### src/rtl/pmwp_pkg.sv
package pmwp_pkg;

   typedef enum logic [1:0] {
      SZ_BYTE = 2'd0,
      SZ_HALF = 2'd1,
      SZ_WORD = 2'd2,
      SZ_RSVD = 2'd3
   } acc_size_e;

   // clear the low address bits that a size does not resolve
   function automatic logic [31:0] align_addr(input logic [31:0] a, input logic [1:0] sz);
      logic [31:0] r;
      r = a;
      case (sz)
         SZ_BYTE: r = a;
         SZ_HALF: r = {a[31:1], 1'b0};
         default: r = {a[31:2], 2'b00};
      endcase
      return r;
   endfunction

endpackage

### src/rtl/pmwp_decode.sv
module pmwp_decode #(
   parameter int          BUS_AW   = 17,
   parameter logic [31:0] OFS_KEY  = 32'h1FC80,
   parameter logic [31:0] OFS_PTR  = 32'h1FC84,
   parameter logic [31:0] OFS_DATA = 32'h1FC88
) (
   input  logic              bus_wr_i,
   input  logic [31:0]       bus_addr_i,
   output logic              key_hit_o,
   output logic              ptr_hit_o,
   output logic              data_hit_o,
   output logic              ram_hit_o,
   output logic [BUS_AW-2:0] ram_addr_o
);
   localparam int IO_BIT = BUS_AW - 1;

   if (BUS_AW < 2 || BUS_AW > 31) begin : g_bad_aw
      $error("pmwp_decode: BUS_AW out of range");
   end

   logic [BUS_AW-1:0] masked;
   logic              io_space;
   logic              unused_hi;

   assign masked    = bus_addr_i[BUS_AW-1:0];
   assign unused_hi = ^bus_addr_i[31:BUS_AW];
   assign io_space  = masked[IO_BIT];

   assign key_hit_o  = bus_wr_i && io_space && (masked == OFS_KEY[BUS_AW-1:0]);
   assign ptr_hit_o  = bus_wr_i && io_space && (masked == OFS_PTR[BUS_AW-1:0]);
   assign data_hit_o = bus_wr_i && io_space && (masked == OFS_DATA[BUS_AW-1:0]);
   assign ram_hit_o  = bus_wr_i && !io_space;
   assign ram_addr_o = masked[BUS_AW-2:0];

endmodule

### src/rtl/pmwp_regs.sv
module pmwp_regs #(
   parameter int          ADDR_W = 32,
   parameter int          STEP   = 4,
   parameter logic [31:0] KEY    = 32'h1337F7D1
) (
   input  logic              clk,
   input  logic              rst_n,
   input  logic              key_hit_i,
   input  logic              ptr_hit_i,
   input  logic              data_hit_i,
   input  logic [31:0]       wdata_i,
   output logic              armed_o,
   output logic              accept_o,
   output logic [ADDR_W-1:0] ptr_o
);
   localparam logic [ADDR_W-1:0] STEP_V = ADDR_W'(STEP);

   if (ADDR_W != 32) begin : g_bad_w
      $error("pmwp_regs: ADDR_W must be 32");
   end

   logic              armed_q;
   logic [ADDR_W-1:0] ptr_q;

   assign accept_o = data_hit_i && armed_q;

   always_ff @(posedge clk) begin
      if (!rst_n) begin
         armed_q <= 1'b0;
         ptr_q   <= '0;
      end else begin
         if (key_hit_i) armed_q <= (wdata_i == KEY);
         if (ptr_hit_i)     ptr_q <= wdata_i;
         else if (accept_o) ptr_q <= ptr_q + STEP_V;
      end
   end

   assign armed_o = armed_q;
   assign ptr_o   = ptr_q;


   ptr_step_chk: assert property (@(posedge clk) disable iff (!rst_n)
      accept_o |=> ptr_q == $past(ptr_q) + STEP_V);

   locked_hold_chk: assert property (@(posedge clk) disable iff (!rst_n)
      (data_hit_i && !armed_q) |=> $stable(ptr_q) && !armed_q);

   key_arm_chk: assert property (@(posedge clk) disable iff (!rst_n)
      (key_hit_i && wdata_i == KEY) |=> armed_q);

   key_disarm_chk: assert property (@(posedge clk) disable iff (!rst_n)
      (key_hit_i && wdata_i != KEY) |=> !armed_q);

endmodule

### src/rtl/pmwp_lane.sv
module pmwp_lane
   import pmwp_pkg::*;
#(
   parameter int DATA_W    = 32,
   parameter bit REPLICATE = 1'b1
) (
   input  logic              clk,
   input  logic              rst_n,
   input  logic              accept_i,
   input  logic [31:0]       ptr_i,
   input  logic [1:0]        size_i,
   input  logic [DATA_W-1:0] wdata_i,
   output logic              pm_we_o,
   output logic [31:0]       pm_addr_o,
   output logic [DATA_W/8-1:0] pm_be_o,
   output logic [DATA_W-1:0] pm_wdata_o,
   output logic [1:0]        pm_size_o
);
   localparam int NBYTES = DATA_W / 8;

   if (DATA_W != 32) begin : g_bad_dw
      $error("pmwp_lane: DATA_W must be 32");
   end

   logic [NBYTES-1:0] be_d;
   logic [DATA_W-1:0] data_d;

   always_comb begin
      case (size_i)
         SZ_BYTE: be_d = NBYTES'(1) << ptr_i[1:0];
         SZ_HALF: be_d = ptr_i[1] ? 4'b1100 : 4'b0011;
         default: be_d = '1;
      endcase
   end

   if (REPLICATE) begin : g_repl
      always_comb begin
         case (size_i)
            SZ_BYTE: data_d = {NBYTES{wdata_i[7:0]}};
            SZ_HALF: data_d = {(NBYTES/2){wdata_i[15:0]}};
            default: data_d = wdata_i;
         endcase
      end
   end else begin : g_raw
      assign data_d = wdata_i;
   end

   always_ff @(posedge clk) begin
      if (!rst_n) begin
         pm_we_o    <= 1'b0;
         pm_addr_o  <= '0;
         pm_be_o    <= '0;
         pm_wdata_o <= '0;
         pm_size_o  <= '0;
      end else begin
         pm_we_o <= accept_i;
         if (accept_i) begin
            pm_addr_o  <= align_addr(ptr_i, size_i);
            pm_be_o    <= be_d;
            pm_wdata_o <= data_d;
            pm_size_o  <= size_i;
         end
      end
   end


   strobe_src_chk: assert property (@(posedge clk) disable iff (!rst_n)
      pm_we_o |-> $past(accept_i));

   byte_lane_chk: assert property (@(posedge clk) disable iff (!rst_n)
      (pm_we_o && pm_size_o == SZ_BYTE) |-> $countones(pm_be_o) == 1);

   word_align_chk: assert property (@(posedge clk) disable iff (!rst_n)
      (pm_we_o && pm_size_o == SZ_WORD) |-> pm_addr_o[1:0] == 2'b00);

endmodule

### src/rtl/pmem_wr_port.sv
module pmem_wr_port
   import pmwp_pkg::*;
#(
   parameter int          BUS_AW    = 17,
   parameter int          DATA_W    = 32,
   parameter logic [31:0] UNLOCK_KEY = 32'h1337F7D1,
   parameter bit          REPLICATE = 1'b1
) (
   input  logic        clk,
   input  logic        rst_n,
   input  logic        bus_wr_i,
   input  logic [31:0] bus_addr_i,
   input  logic [1:0]  bus_size_i,
   input  logic [31:0] bus_wdata_i,
   output logic        ram_we_o,
   output logic [15:0] ram_addr_o,
   output logic        pm_we_o,
   output logic [31:0] pm_addr_o,
   output logic [3:0]  pm_be_o,
   output logic [31:0] pm_wdata_o,
   output logic [1:0]  pm_size_o
);
   if (BUS_AW != 17) begin : g_bad_top
      $error("pmem_wr_port: RAM address port assumes BUS_AW of 17");
   end

   logic        key_hit, ptr_hit, data_hit;
   logic        armed, accept;
   logic [31:0] ptr;

   pmwp_decode #(.BUS_AW(BUS_AW)) u_dec (
      .bus_wr_i  (bus_wr_i),
      .bus_addr_i(bus_addr_i),
      .key_hit_o (key_hit),
      .ptr_hit_o (ptr_hit),
      .data_hit_o(data_hit),
      .ram_hit_o (ram_we_o),
      .ram_addr_o(ram_addr_o)
   );

   pmwp_regs #(.ADDR_W(32), .STEP(4), .KEY(UNLOCK_KEY)) u_regs (
      .clk       (clk),
      .rst_n     (rst_n),
      .key_hit_i (key_hit),
      .ptr_hit_i (ptr_hit),
      .data_hit_i(data_hit),
      .wdata_i   (bus_wdata_i),
      .armed_o   (armed),
      .accept_o  (accept),
      .ptr_o     (ptr)
   );

   pmwp_lane #(.DATA_W(DATA_W), .REPLICATE(REPLICATE)) u_lane (
      .clk       (clk),
      .rst_n     (rst_n),
      .accept_i  (accept),
      .ptr_i     (ptr),
      .size_i    (bus_size_i),
      .wdata_i   (bus_wdata_i),
      .pm_we_o   (pm_we_o),
      .pm_addr_o (pm_addr_o),
      .pm_be_o   (pm_be_o),
      .pm_wdata_o(pm_wdata_o),
      .pm_size_o (pm_size_o)
   );


   ram_quiet_chk: assert property (@(posedge clk) disable iff (!rst_n)
      ram_we_o |=> !pm_we_o);

   ram_keep_chk: assert property (@(posedge clk) disable iff (!rst_n)
      ram_we_o |=> $stable(armed) && $stable(ptr));

   arm_persist_chk: assert property (@(posedge clk) disable iff (!rst_n)
      (armed && !key_hit) |=> armed);

endmodule

### config.mk
export PLATFORM = sky130hd
export DESIGN_NAME = pmem_wr_port
export DESIGN_NICKNAME = d
export VERILOG_FILES = /design/src/rtl/pmwp_pkg.sv /design/src/rtl/pmwp_decode.sv /design/src/rtl/pmwp_regs.sv /design/src/rtl/pmwp_lane.sv /design/src/rtl/pmem_wr_port.sv
export SDC_FILE = /design/constraint.sdc
export NUM_CORES = 1
export LEC_CHECK = 0
export ABC_AREA = 0
export BUFFER_PORTS_ARGS = -buffer_cell sky130_fd_sc_hd__buf_4
export CAP_MARGIN = 10
export CORE_ASPECT_RATIO = 2
export CORE_UTILIZATION = 55
export CTS_BUF_LIST = sky130_fd_sc_hd__clkbuf_8
export CTS_CLUSTER_SIZE = 12
export DETAILED_ROUTE_END_ITERATION = 8
export HOLD_SLACK_MARGIN = 0.15
export PLACE_DENSITY = 0.89
export SYNTH_ARGS = -nofsm -noshare
export SYNTH_HDL_FRONTEND = slang
export SYNTH_HIERARCHICAL = 1
export SYNTH_SLANG_ARGS = --single-unit
### constraint.sdc
create_clock -name clk -period 3.95 [get_ports clk]
set_input_delay 0.79 -clock clk [delete_from_list [all_inputs] [get_ports clk]]
set_output_delay 0.79 -clock clk [all_outputs]
set_load 0.1 [all_outputs]
Yosys cells after proc, flatten, opt, wreduce, memory -nomap -nowiden:

Cells that the tools add are included.

* $add $sub $neg: 1
* equal/unequal tests: 5
* shifts and indexed selects: 1
* muxes and demuxes: 6
* reduce and logical (&&, ||, !) cells: 9

Operators by type and width (count)
* $mux 32: 2
* $pmux 32 s2: 1
* $eq 17x17->1 const B: 3
* $add 32x3->32 const B: 1
* $eq 32x29->1 const B: 1
* $pmux 4 s2: 1
* $logic_and 1x1->1: 6
* $mux 4: 1
* $pmux 2 s2: 1
* $shl 1x2->4 const A: 1
* $eq 2x1->1 const B: 1
* $logic_not 2->1: 1
* $reduce_bool 2->1: 1
* $logic_not 1->1: 1

* bits in registers: 104
* input bits: 69
* logic and storage cells: 29

Longest topological paths before layout:

Gate-level depths: netlist of the first run.

* depth after elaboration: 5
* depth in mapped cells: 9

By module:

Netlist of the first run, hierarchy kept.

By module, submodules not included
* pmwp_lane: instances 1, cells each 286, area each 2850.2 µm², seq. area each 1421.4 µm²
* pmwp_regs: instances 1, cells each 257, area each 2084.5 µm², seq. area each 660.6 µm²
* pmwp_decode: instances 1, cells each 25, area each 226.5 µm², seq. area each 0.0 µm²

Least setup slack after synthesis of the first run:

No wires, ideal clock.

* path type: input-to-output
* from: input bus_addr_i[16]
* to: output ram_we_o
* data arrival time: 2125 ps
* required time: 3160 ps
* slack: 1035 ps
* stages: 1
* buffers on the path: 0
* cell sequence: nor2b_1

* longest elaborated chain between the ends: 2

RTL lines
* from (decl): line pmem_wr_port.sv:12 `input logic [31:0] bus_addr_i,`
* $logic_not 1->1: line pmwp_decode.sv:32 `assign ram_hit_o = bus_wr_i && !io_space;`
* $logic_and 1x1->1: line pmwp_decode.sv:32
* to (decl): line pmem_wr_port.sv:15 `output logic ram_we_o,`

No other way between the ends.

Worst setup path in the final report of the first run:

* from: input bus_addr_i[0]
* to: register u_lane.pm_wdata_o[8]

* longest elaborated chain between the ends: 3

RTL lines
* $eq 17x17->1: line pmwp_decode.sv:31 `assign data_hit_o = bus_wr_i && io_space && (masked == OFS_DATA[BUS_AW-1:0]);`
* $logic_and 1x1->1: line pmwp_decode.sv:31
* named net data_hit: line pmem_wr_port.sv:27 `logic key_hit, ptr_hit, data_hit;`
* $logic_and 1x1->1: line pmwp_regs.sv:25 `assign accept_o = data_hit_i && armed_q;`
* named net accept: line pmem_wr_port.sv:28 `logic armed, accept;`
* to (signal assigned): line pmwp_lane.sv:60 `pm_wdata_o <= data_d;`
* to (decl): line pmwp_lane.sv:16 `output logic [DATA_W-1:0] pm_wdata_o,`

The timed path passes the listed nets, and every way through them passes these cells.
A chain may end at the register's enable or synchronous reset.

==> impl_metrics.yaml, run 1 <==
floorplan:
  die_y_um: 139
  rows: 49
  die_area_mm2: 0.00980
  io_pins: 157
  dieWidth_um: 70.5
  coreArea_mm2: 0.00907
  initial_core_util_pct: 56.9
route:
  wire_per_inst_um: 19.7
  wirelength_mm: 15.3
  drtIter0Drc: 560
  drc: 22
  num_vias: 4975
  avgViaCountPerCell: 6.39
  dr.pass1.iters: 8
  ant_nets: 0
pwr:
  powerDensity_mw_per_mm2: 317
  leakagePower_nw: 2.49
  power_w: 0.00200
  vdd_drop_max_uv: 186
clocking:
  hold_buffers: 0
  cts_buffers: 9
  clkSlewWorstSetupHoldPaths_ns: 0.10
  post_cts_buffers: 0
  cts_tree: "built"
  cts.sinks: 104
  insertion_delay_ns: 0.37
  cts.repair.resized: 0
  clockBufferDepth: 2
  cts_htree_levels: 3
  cts-root-buf: "clkbuf_8"
finish:
  drive_gt1_share_pct: 26.9
  seqCellArea_mm2: 0.00208
  final_core_util_pct: 69.4
  fillerInstances: 725
  diodes: 0
  area_growth_pct: 22.1
  finalNetCount: 742
  multiInputGateArea_mm2: 0.00272
job:
  maxCapViolCount: 0
sta:
  final_hold_viol_count: 0
  period_minus_slack_ns: 3.03
  final.setup.tns_ns: 0
  fin_hold_ws_ns: 0.497
  rsz0062_at_grt: "no"
  drv_slew: 0
  fmax_ghz: 0.330
  setup_viol: 0
  fin_crit_sh_pct: 76.7
  maxSlewHeadroom_pct: 53.3
  worst_pin_slew_ns: 0.694
  clock_skew_ns: 0.0120
global_route:
  grt_pass1_vias: 4776
  grt_first_pass_wirelength_mm: 24.1
  grt_overflow: 0
  antenna_found_initial: 0
  grt_max_degree: 79
  track_usage_pct: 31.2
worst_setup_path:
  startpoint_type: "input pin"
  cp_slowest_cell: "clkinv_2"
  timing.rr.start: "u_regs/ptr_o[4]"
  cp_top_family: "simple AND/OR/NAND/NOR gates"
  worstPathArrival_ns: 3.33
  crit_path_frequent_cell: "buf_4"
  crit_path_max_fanout: 22
  worstSetupEndpointType: "flop"
  critPathKind: "input pin to flop"
  rr_worst_depth: 4
  critPathLaunch: "bus_addr_i[0]"
  slowest_delay_ns: 0.44
  cp_num_buf_inv: 3
  worstPathRequired_ns: 4.25
  crit_chain: "buf_4 > nor4b_4 > nand4_2 > nor3b_2 > nand2_1 > clkinv_2 > buf_4 > o21ai_0 > a31oi_1"
  cp.depth: 9
yosys:
  synth-edff-count: 0
  synth_top_area_share_pct: 40.3
  ys_warn_count: 6
  synth_fp_nets: 638
  synthTopCellsByArea: "dfxtp_1 40%, mux2i_1 11%, o21ai_0 4.7%, nor2_1 3.3%, buf_4 2.9%"
  syn_area_mm2: 0.00516
  async_flop_share_pct: 0
  synth_ff_type: "dfxtp_1"
  yosysSeqAreaShare_pct: 40.3
  yosysTopAreaCell: "dfxtp_1"
  synth_cells: 568
  avgSynthCellArea_um2: 9.09
  synth_cell_type_count: 64
  synth_common_cells: "104 x dfxtp_1, 58 x mux2i_1, 48 x o21ai_0, 46 x nor2_1, 35 x nand2_1"
  ys_ff_latch: 104
  yosysMostFrequentCell: "dfxtp_1"
min_path:
  hold_start: "u_lane/pm_addr_o[1]"
  hold_depth: 2
  hold_path.class: "flop to flop"
placed_design:
  hpwlAfterDp_mm: 11.3
  port_buffers: 141
  gp_congestion: 0.902
status:
  violations: "design-rule violations"
  status: "complete, but fails checks"
==> final cells by class <==
cell class	instances	share of cell area [%]
multi-input cells	401	43.2
flip-flops and latches	104	33.0
repair buffers	150	17.9
well taps	102	2.03
clock buffers	9	1.97
clock inverters	7	1.53
inverters	6	0.377
==> per-layer routing <==
layer / up-vias / GRT usage [%] / part of all wire (%)
met1: 2339 / 33.8 / 35
met3: 52 / 5.38 / 6.8
met4: 0 / 18.5 / 4.8
met5: - / 0 / 0
met2: 301 / 55.4 / 53
li1: 2283 / - / -
==> cells in the final DEF, fill, tap and decap left out, drive strengths merged, types with 6 or more instances in the layout <==
| master | instances |
|---|---|
| buf | 150 |
| dfxtp | 104 |
| mux2i | 58 |
| o21ai | 48 |
| nor2 | 46 |
| nand2 | 35 |
| a21oi | 17 |
| a31oi | 15 |
| nand3 | 15 |
| nand3b | 14 |
| nand4 | 14 |
| clkbuf | 9 |
| nand2b | 9 |
| or4 | 9 |
| or3b | 9 |
| nor3 | 8 |
| o31ai | 8 |
| o221ai | 8 |
| nor4b | 8 |
| and2 | 7 |
| nor4 | 6 |
| xnor2 | 6 |
| and3 | 6 |
==> kinds of logic (layout without fill, tap and decap cells) <==
kind of cell	after synthesis	in the layout	synth area share, %
xor gates and xnor gates	11	11	1.87
DFF	104	104	40.3
adders and majority gates	1	1	0.242
buffers and inverters	63	172	7.05
muxes	58	58	11.2
AOI/OAI and AO/OA	122	122	15.1
and+or+nand+nor	209	209	24.1
==> per-stage QoR <==
step | instances | cell area [um^2] | setup slack, ns
2_1_floorplan | 568 | 5160 | 1.03
3_3_place_gp | 763 | 6080 | 0.645
3_5_place_dp | 763 | 6080 | 0.553
4_1_cts | 779 | 6300 | 0.948
5_1_grt | 779 | 6300 | 0.738
6_report | 779 | 6300 | 0.920
==> worst reg2reg max path: stages, from the launching register on <==
cell and delay, ns:
dfxtp_1 0.45, nand3_1 0.38, or4_2 0.82, nor4b_1 0.40, nor3_1 0.10
==> flip-flops by register name (all words and copies together) (netlist names) <==
signal and flops:
u_lane/pm_addr_o 32, u_lane/pm_be_o 4, u_lane/pm_size_o 2, u_lane/pm_wdata_o 32
u_lane/pm_we_o 1, u_regs/armed_o 1, u_regs/ptr_o 32
==> final timing paths <==
check,endpoint,slack (ns)
max,u_lane/pm_wdata_o[8],0.92
min,u_lane/pm_addr_o[1],0.50
max reg2reg,u_regs/ptr_o[23],1.69
min reg2reg,u_lane/pm_addr_o[1],0.50
==> report_power, final <==
group          internal (W)  switching [W]
Combinational     0.0000677       0.000147
Clock              0.000359       0.000375
Sequential          0.00105  0.00000000815
No activity file was read; power rests on OpenSTA's default activity.
==> inputs of run 2 (changes only) <==
- ABC_AREA: 0 -> 1
- CORE_UTILIZATION: 55 -> 49
- PLACE_DENSITY: 0.89 -> 0.83
- clock period: 3.95 -> 2.65 ns (I/O delays scaled with it)
==> impl_metrics.yaml, run 2 <==
yosys:
  synth_cell_type_count: 38
  ys_warn_count: 6
  avgSynthCellArea_um2: 6.54
  synth_cells: 826
  ys_ff_latch: 104
  synth-edff-count: 0
  synth_common_cells: "238 x nand2_1, 127 x nor2_1, 104 x dfxtp_1, 74 x inv_1, 54 x o21ai_0"
  synth_ff_type: "dfxtp_1"
  yosysTopAreaCell: "dfxtp_1"
  synthTopCellsByArea: "dfxtp_1 39%, nand2_1 17%, nor2_1 8.8%, inv_1 5.1%, o21ai_0 5.0%"
  yosysMostFrequentCell: "nand2_1"
  async_flop_share_pct: 0
  synth_fp_nets: 896
  syn_area_mm2: 0.00540
  yosysSeqAreaShare_pct: 38.6
  synth_top_area_share_pct: 38.6
finish:
  final_common_cell: "nand2_1"
  area_growth_pct: 22.4
  fillerInstances: 1021
  drive_gt1_share_pct: 22.5
  mostFrequentLayoutCells: "238 x nand2_1, 151 x buf_4, 127 x nor2_1"
  diodes: 0
  finalNetCount: 1009
worst_setup_path:
  r2r-end: "u_lane/pm_wdata_o[16]"
  worstPathArrival_ns: 2.41
  worstPathRequired_ns: 2.96
  rr_worst_depth: 6
  timing.rr.start: "u_regs/armed_o"
  cp_top_family: "buffers and inverters"
  rrSetupSlack_ns: 0.89
  cp_num_buf_inv: 5
  crit_path_max_fanout: 26
  critPathKind: "input pin to flop"
  cp_slowest_cell: "buf_4"
  startpoint_type: "input pin"
  slowest_delay_ns: 0.35
  worstSetupEndpointType: "flop"
  crit_path_frequent_cell: "nand2_1"
  crit_chain: "buf_4 > nand2_1 > inv_1 > nand2_1 > nor2_1 > nand2_1 > nor2_1 > nand2_1 > inv_2 > inv_2 > buf_4 > nand2_1 > a21oi_1"
clocking:
  cts.sinks: 104
  cts_buffers: 9
  insertion_delay_ns: 0.38
  cts.repair.resized: 0
  cts_tree: "built"
  cts_htree_levels: 3
  hold_buffers: 0
  clkSlewWorstSetupHoldPaths_ns: 0.11
  post_cts_buffers: 0
  clockBufferDepth: 2
  cts-root-buf: "clkbuf_8"
pwr:
  power_w: 0.00282
  vdd_drop_max_uv: 419
  leakagePower_nw: 3.15
  powerDensity_mw_per_mm2: 426
route:
  wirelength_mm: 16.4
  num_vias: 5714
  avgViaCountPerCell: 5.29
  wire_per_inst_um: 15.2
  dr.pass1.iters: 5
  drtIter0Drc: 440
  drc: 0
  ant_nets: 0
sta:
  worst_slack_ns: 0.551
  fin_crit_sh_pct: 79.2
  setup_viol: 0
  rsz0062_at_grt: "no"
  drv_slew: 0
  period_minus_slack_ns: 2.10
  maxSlewHeadroom_pct: 36.4
  final_hold_viol_count: 0
  final.setup.tns_ns: 0
  clock_skew_ns: 0.00858
  worst_pin_slew_ns: 0.952
  fmax_ghz: 0.476
global_route:
  grt_max_degree: 46
  antenna_found_initial: 0
  grt_pass1_vias: 5154
  grt_first_pass_wirelength_mm: 25.3
  grt_overflow: 0
  track_usage_pct: 28.3
job:
  maxCapViolCount: 0
floorplan:
  io_pins: 157
  coreArea_mm2: 0.0106
  initial_core_util_pct: 50.9
  die_y_um: 150
  die_area_mm2: 0.0115
  dieWidth_um: 76.2
  rows: 53
min_path:
  hold_path_end: "u_regs/ptr_o[1]"
  hold_start: "bus_wdata_i[1]"
  hold_depth: 3
  hold_path.class: "input pin to flop"
placed_design:
  post-place-ws_ns: 0.244
  hpwlAfterDp_mm: 12.4
  port_buffers: 141
  gp_congestion: 0.957
status:
  status: "finished, final reports clean"
run 2: cell types whose count changed after synthesis, sizes merged, moves of 10 or more:
| cell | delta |
|---|---|
| a21oi | +29 |
| a31oi | -10 |
| clkbuf | -13 |
| inv | +77 |
| mux2i | -58 |
| nand2 | +212 |
| nand3 | +36 |
| nand3b | -11 |
| nand4 | -10 |
| nor2 | +97 |
| o21ai | +10 |
run 2: power by group:
group	internal (W)	switching (W)
clock	0.000362	0.000603
combinational	0.0000856	0.000206
sequential	0.00156	0.00000000398
run 2: layer usage:
metal	GRT usage [%]	vias up	routed length, um
li1	-	2802	-
met3	4.12	74	826
met5	0	-	0
met4	21.3	0	1090
met2	51.7	246	8520
met1	28.9	2592	5990
run 2: through the flow:
step / hold WS, ns / utilization (%) / area [um^2] / cells
3_3_place_gp: 0.453 / 60.6 / 6420 / 1065
4_1_cts: 0.400 / 62.3 / 6610 / 1081
5_1_grt: 0.408 / 62.3 / 6610 / 1081
2_1_floorplan: 0.444 / - / 5400 / 826
3_5_place_dp: 0.456 / 60.6 / 6420 / 1065
6_report: 0.418 / 62.3 / 6610 / 1081
run 2: kinds of logic (layout without fill, tap and decap cells):
logic type               Yosys count  after routing  synth area share (%)
AO/OA/AOI/OAI                    121            121                  12.5
AND/OR/NAND/NOR                  456            456                  35.7
buffers and inverters            134            252                  11.4
flip-flops                       104            104                  38.6
XOR/XNOR                          10             10                  1.62
adder cells (fa/ha/maj)            1              1                 0.232
run 2: worst max-delay path by stage:
stage                               from                    end  slack [ns]  depth (start not counted)
after floorplan                 bus_wr_i               ram_we_o        0.31                          2
after global placement    bus_addr_i[11]  u_lane/pm_wdata_o[20]        0.27                         13
after detailed placement  bus_addr_i[15]  u_lane/pm_wdata_o[19]        0.24                         13
after CTS                 bus_addr_i[15]  u_lane/pm_wdata_o[16]        0.62                         13
after global routing      bus_addr_i[11]    u_lane/pm_size_o[1]        0.43                         13
final                     bus_addr_i[15]  u_lane/pm_wdata_o[16]        0.55                         13
run 2: worst register-to-register path, delay by kind of cell, from the launching register on:
kind | cells | cell delay [ns]
AOI/OAI and AO/OA | 1 | 0.17
and+or+nand+nor | 2 | 0.38
DFF | 1 | 0.33
buffers and inverters | 3 | 0.82
run 2: cell type report:
cell class / count / area (um^2) / area share, %
clock buffer: 9 / 124 / 1.87
clock inverter: 7 / 61.3 / 0.928
inverter: 84 / 315 / 4.77
multi-input combinational: 588 / 2700 / 40.9
sequential: 104 / 2080 / 31.5
tap: 137 / 171 / 2.59
timing repair buffer: 152 / 1150 / 17.5
==> inputs of run 3 (changes only) <==
- ABC_AREA: 1 -> 0
- CORE_UTILIZATION: 49 -> 53
- PLACE_DENSITY: 0.83 -> 0.86
- clock period: 2.65 -> 2.18 ns (I/O delays scaled with it)
==> impl_metrics.yaml, run 3 (synthesis gave the netlist of run 1 again) <==
pwr:
  power.share.combinational_pct: 11.5
  intPower_w: 0.00252
  leakagePower_nw: 2.80
  switching_share_pct: 29.2
  seqPwrFrac_pct: 53.4
  power.share.clock_pct: 35.1
  vdd_drop_max_uv: 376
  power_w: 0.00356
  p_switching_w: 0.00104
  powerDensity_mw_per_mm2: 518
placed_design:
  postPlaceCellArea_mm2: 0.00649
  port_buffers: 141
  hpwlAfterDp_mm: 12.2
  gp_congestion: 0.902
  place_inst: 801
global_route:
  antenna_found_initial: 0
  grt_max_degree: 80
  grt_first_pass_wirelength_mm: 25.9
  grt_pass1_vias: 5047
  track_usage_pct: 32.8
  grt_overflow: 0
sta:
  setup_viol: 8
  clock_skew_ns: 0.0142
  fmax_ghz: 0.431
  fin_crit_sh_pct: 106
  worst_slack_ns: -0.140
  final_hold_viol_count: 0
  period_minus_slack_ns: 2.32
  maxSlewHeadroom_pct: 53.3
  rsz0062_at_grt: "yes"
  drv_slew: 0
  fin_hold_ws_ns: 0.308
  worst_pin_slew_ns: 0.701
clocking:
  insertion_delay_ns: 0.39
  cts.sinks: 104
  clkSlewWorstSetupHoldPaths_ns: 0.11
  cts_htree_levels: 3
  clockBufferDepth: 2
  cts-root-buf: "clkbuf_8"
  cts_buffers: 9
  cts_tree: "built"
finish:
  area_growth_pct: 33.1
  final_area_mm2: 0.00687
  finalNetCount: 784
  fin_cells: 823
  diodes: 0
  mostFrequentLayoutCells: "178 x buf_4, 104 x dfxtp_1, 58 x mux2i_1"
  final_common_cell: "buf_4"
  drive_gt1_share_pct: 33.1
  final_core_util_pct: 73.2
route:
  ant_nets: 0
  wirelength_mm: 16.5
  avgViaCountPerCell: 6.24
  wire_per_inst_um: 20.1
  drtIter0Drc: 402
  num_vias: 5132
  drc: 0
  dr.pass1.iters: 7
min_path:
  hold_start: "bus_wdata_i[19]"
  hold_depth: 3
  hold_path_end: "u_regs/ptr_o[19]"
  hold_path.class: "input pin to flop"
worst_setup_path:
  worstSetupEndpointType: "flop"
  worstPathRequired_ns: 2.49
  rr_worst_depth: 4
  r2r-end: "u_regs/ptr_o[27]"
  slowest_delay_ns: 0.49
  startpoint_type: "input pin"
  critPathKind: "input pin to flop"
  crit_chain: "buf_6 > nor4b_4 > nand4_4 > nor3b_4 > nand4_1 > or4_4 > or4_1 > a31oi_1"
  rrSetupSlack_ns: 0.14
  worstPathArrival_ns: 2.63
  timing.rr.start: "u_regs/ptr_o[14]"
  cp_slowest_cell: "or4_1"
  crit_path_max_fanout: 4
floorplan:
  io_pins: 157
  coreArea_mm2: 0.00938
  die_y_um: 142
  initial_core_util_pct: 55.0
  dieWidth_um: 71.8
  die_area_mm2: 0.0102
  rows: 50
job:
  maxCapViolCount: 0
status:
  violations: "negative setup slack"
  status: "complete, but fails checks"
-- run 3: cell count changes in the layout (fill, tap and decap cells not counted), moves of 23 or more --
| cell | previous run | this run |
|---|---|---|
| a21oi_1 | 40 | 17 |
| buf_4 | 151 | 178 |
| inv_1 | 73 | 3 |
| mux2i_1 | 0 | 58 |
| nand2_1 | 238 | 34 |
| nand3_1 | 48 | 14 |
| nor2_1 | 127 | 46 |
-- run 3: layer usage --
layer,track usage [%],routed length [um]
met4,16.8,776
met3,7.03,909
met1,35.6,6030
met2,58.5,8820
met5,0,0
-- run 3: worst max path at each step --
stage | startpoint | endpoint | slack [ns]
after global placement | bus_addr_i[6] | u_regs/ptr_o[27] | -0.42
after global routing | bus_addr_i[6] | u_regs/ptr_o[27] | -0.20
after floorplan | bus_addr_i[6] | u_regs/ptr_o[30] | -0.22
after detailed placement | bus_addr_i[6] | u_regs/ptr_o[27] | -0.50
after CTS | bus_addr_i[6] | u_regs/ptr_o[27] | -0.08
final | bus_addr_i[6] | u_regs/ptr_o[27] | -0.14
-- run 3: layout make-up --
type | instances | area, um^2
timing repair buffer | 192 | 1570
multi-input combinational | 401 | 2860
tap | 104 | 130
inverter | 6 | 25.0
fill | 688 | 2510
clock buffer | 10 | 138
clock inverter | 6 | 67.6
sequential | 104 | 2080
-- run 3: repair_timing --
action                                  4_1_cts  5_1_grt
hold buffers                                  0        0
setup buffers                                 0        6
gates cloned                                  0        0
pin swaps                                     4       10
endpoints found under the setup margin        7       25
gates resized for setup                       2       19
-- run 3: critical path, delay by kind of cell --
| kind | cells | cell delay, ns |
|---|---|---|
| buf+inv | 1 | 0.10 |
| simple gates | 6 | 1.94 |
| compound gates | 1 | 0.15 |
-- run 3: power groups by stage --
stage / registers [W] / clock network (W) / logic, W
final: 0.00190 / 0.00125 / 0.000407
after global routing: 0.00190 / 0.00134 / 0.000420
after CTS: 0.00190 / 0.00126 / 0.000400
after detailed placement: 0.00194 / 0 / 0.000396
after global placement: 0.00194 / 0 / 0.000391
after floorplan: 0.00194 / 0 / 0.000245
-- run 3: per-stage QoR --
step           setup slack (ns)  setup TNS (ns)
2_1_floorplan            -0.223           -1.40
3_3_place_gp             -0.418          -16.92
3_5_place_dp             -0.505          -23.78
4_1_cts                 -0.0753          -0.123
5_1_grt                  -0.205           -1.19
6_report                 -0.140          -0.480
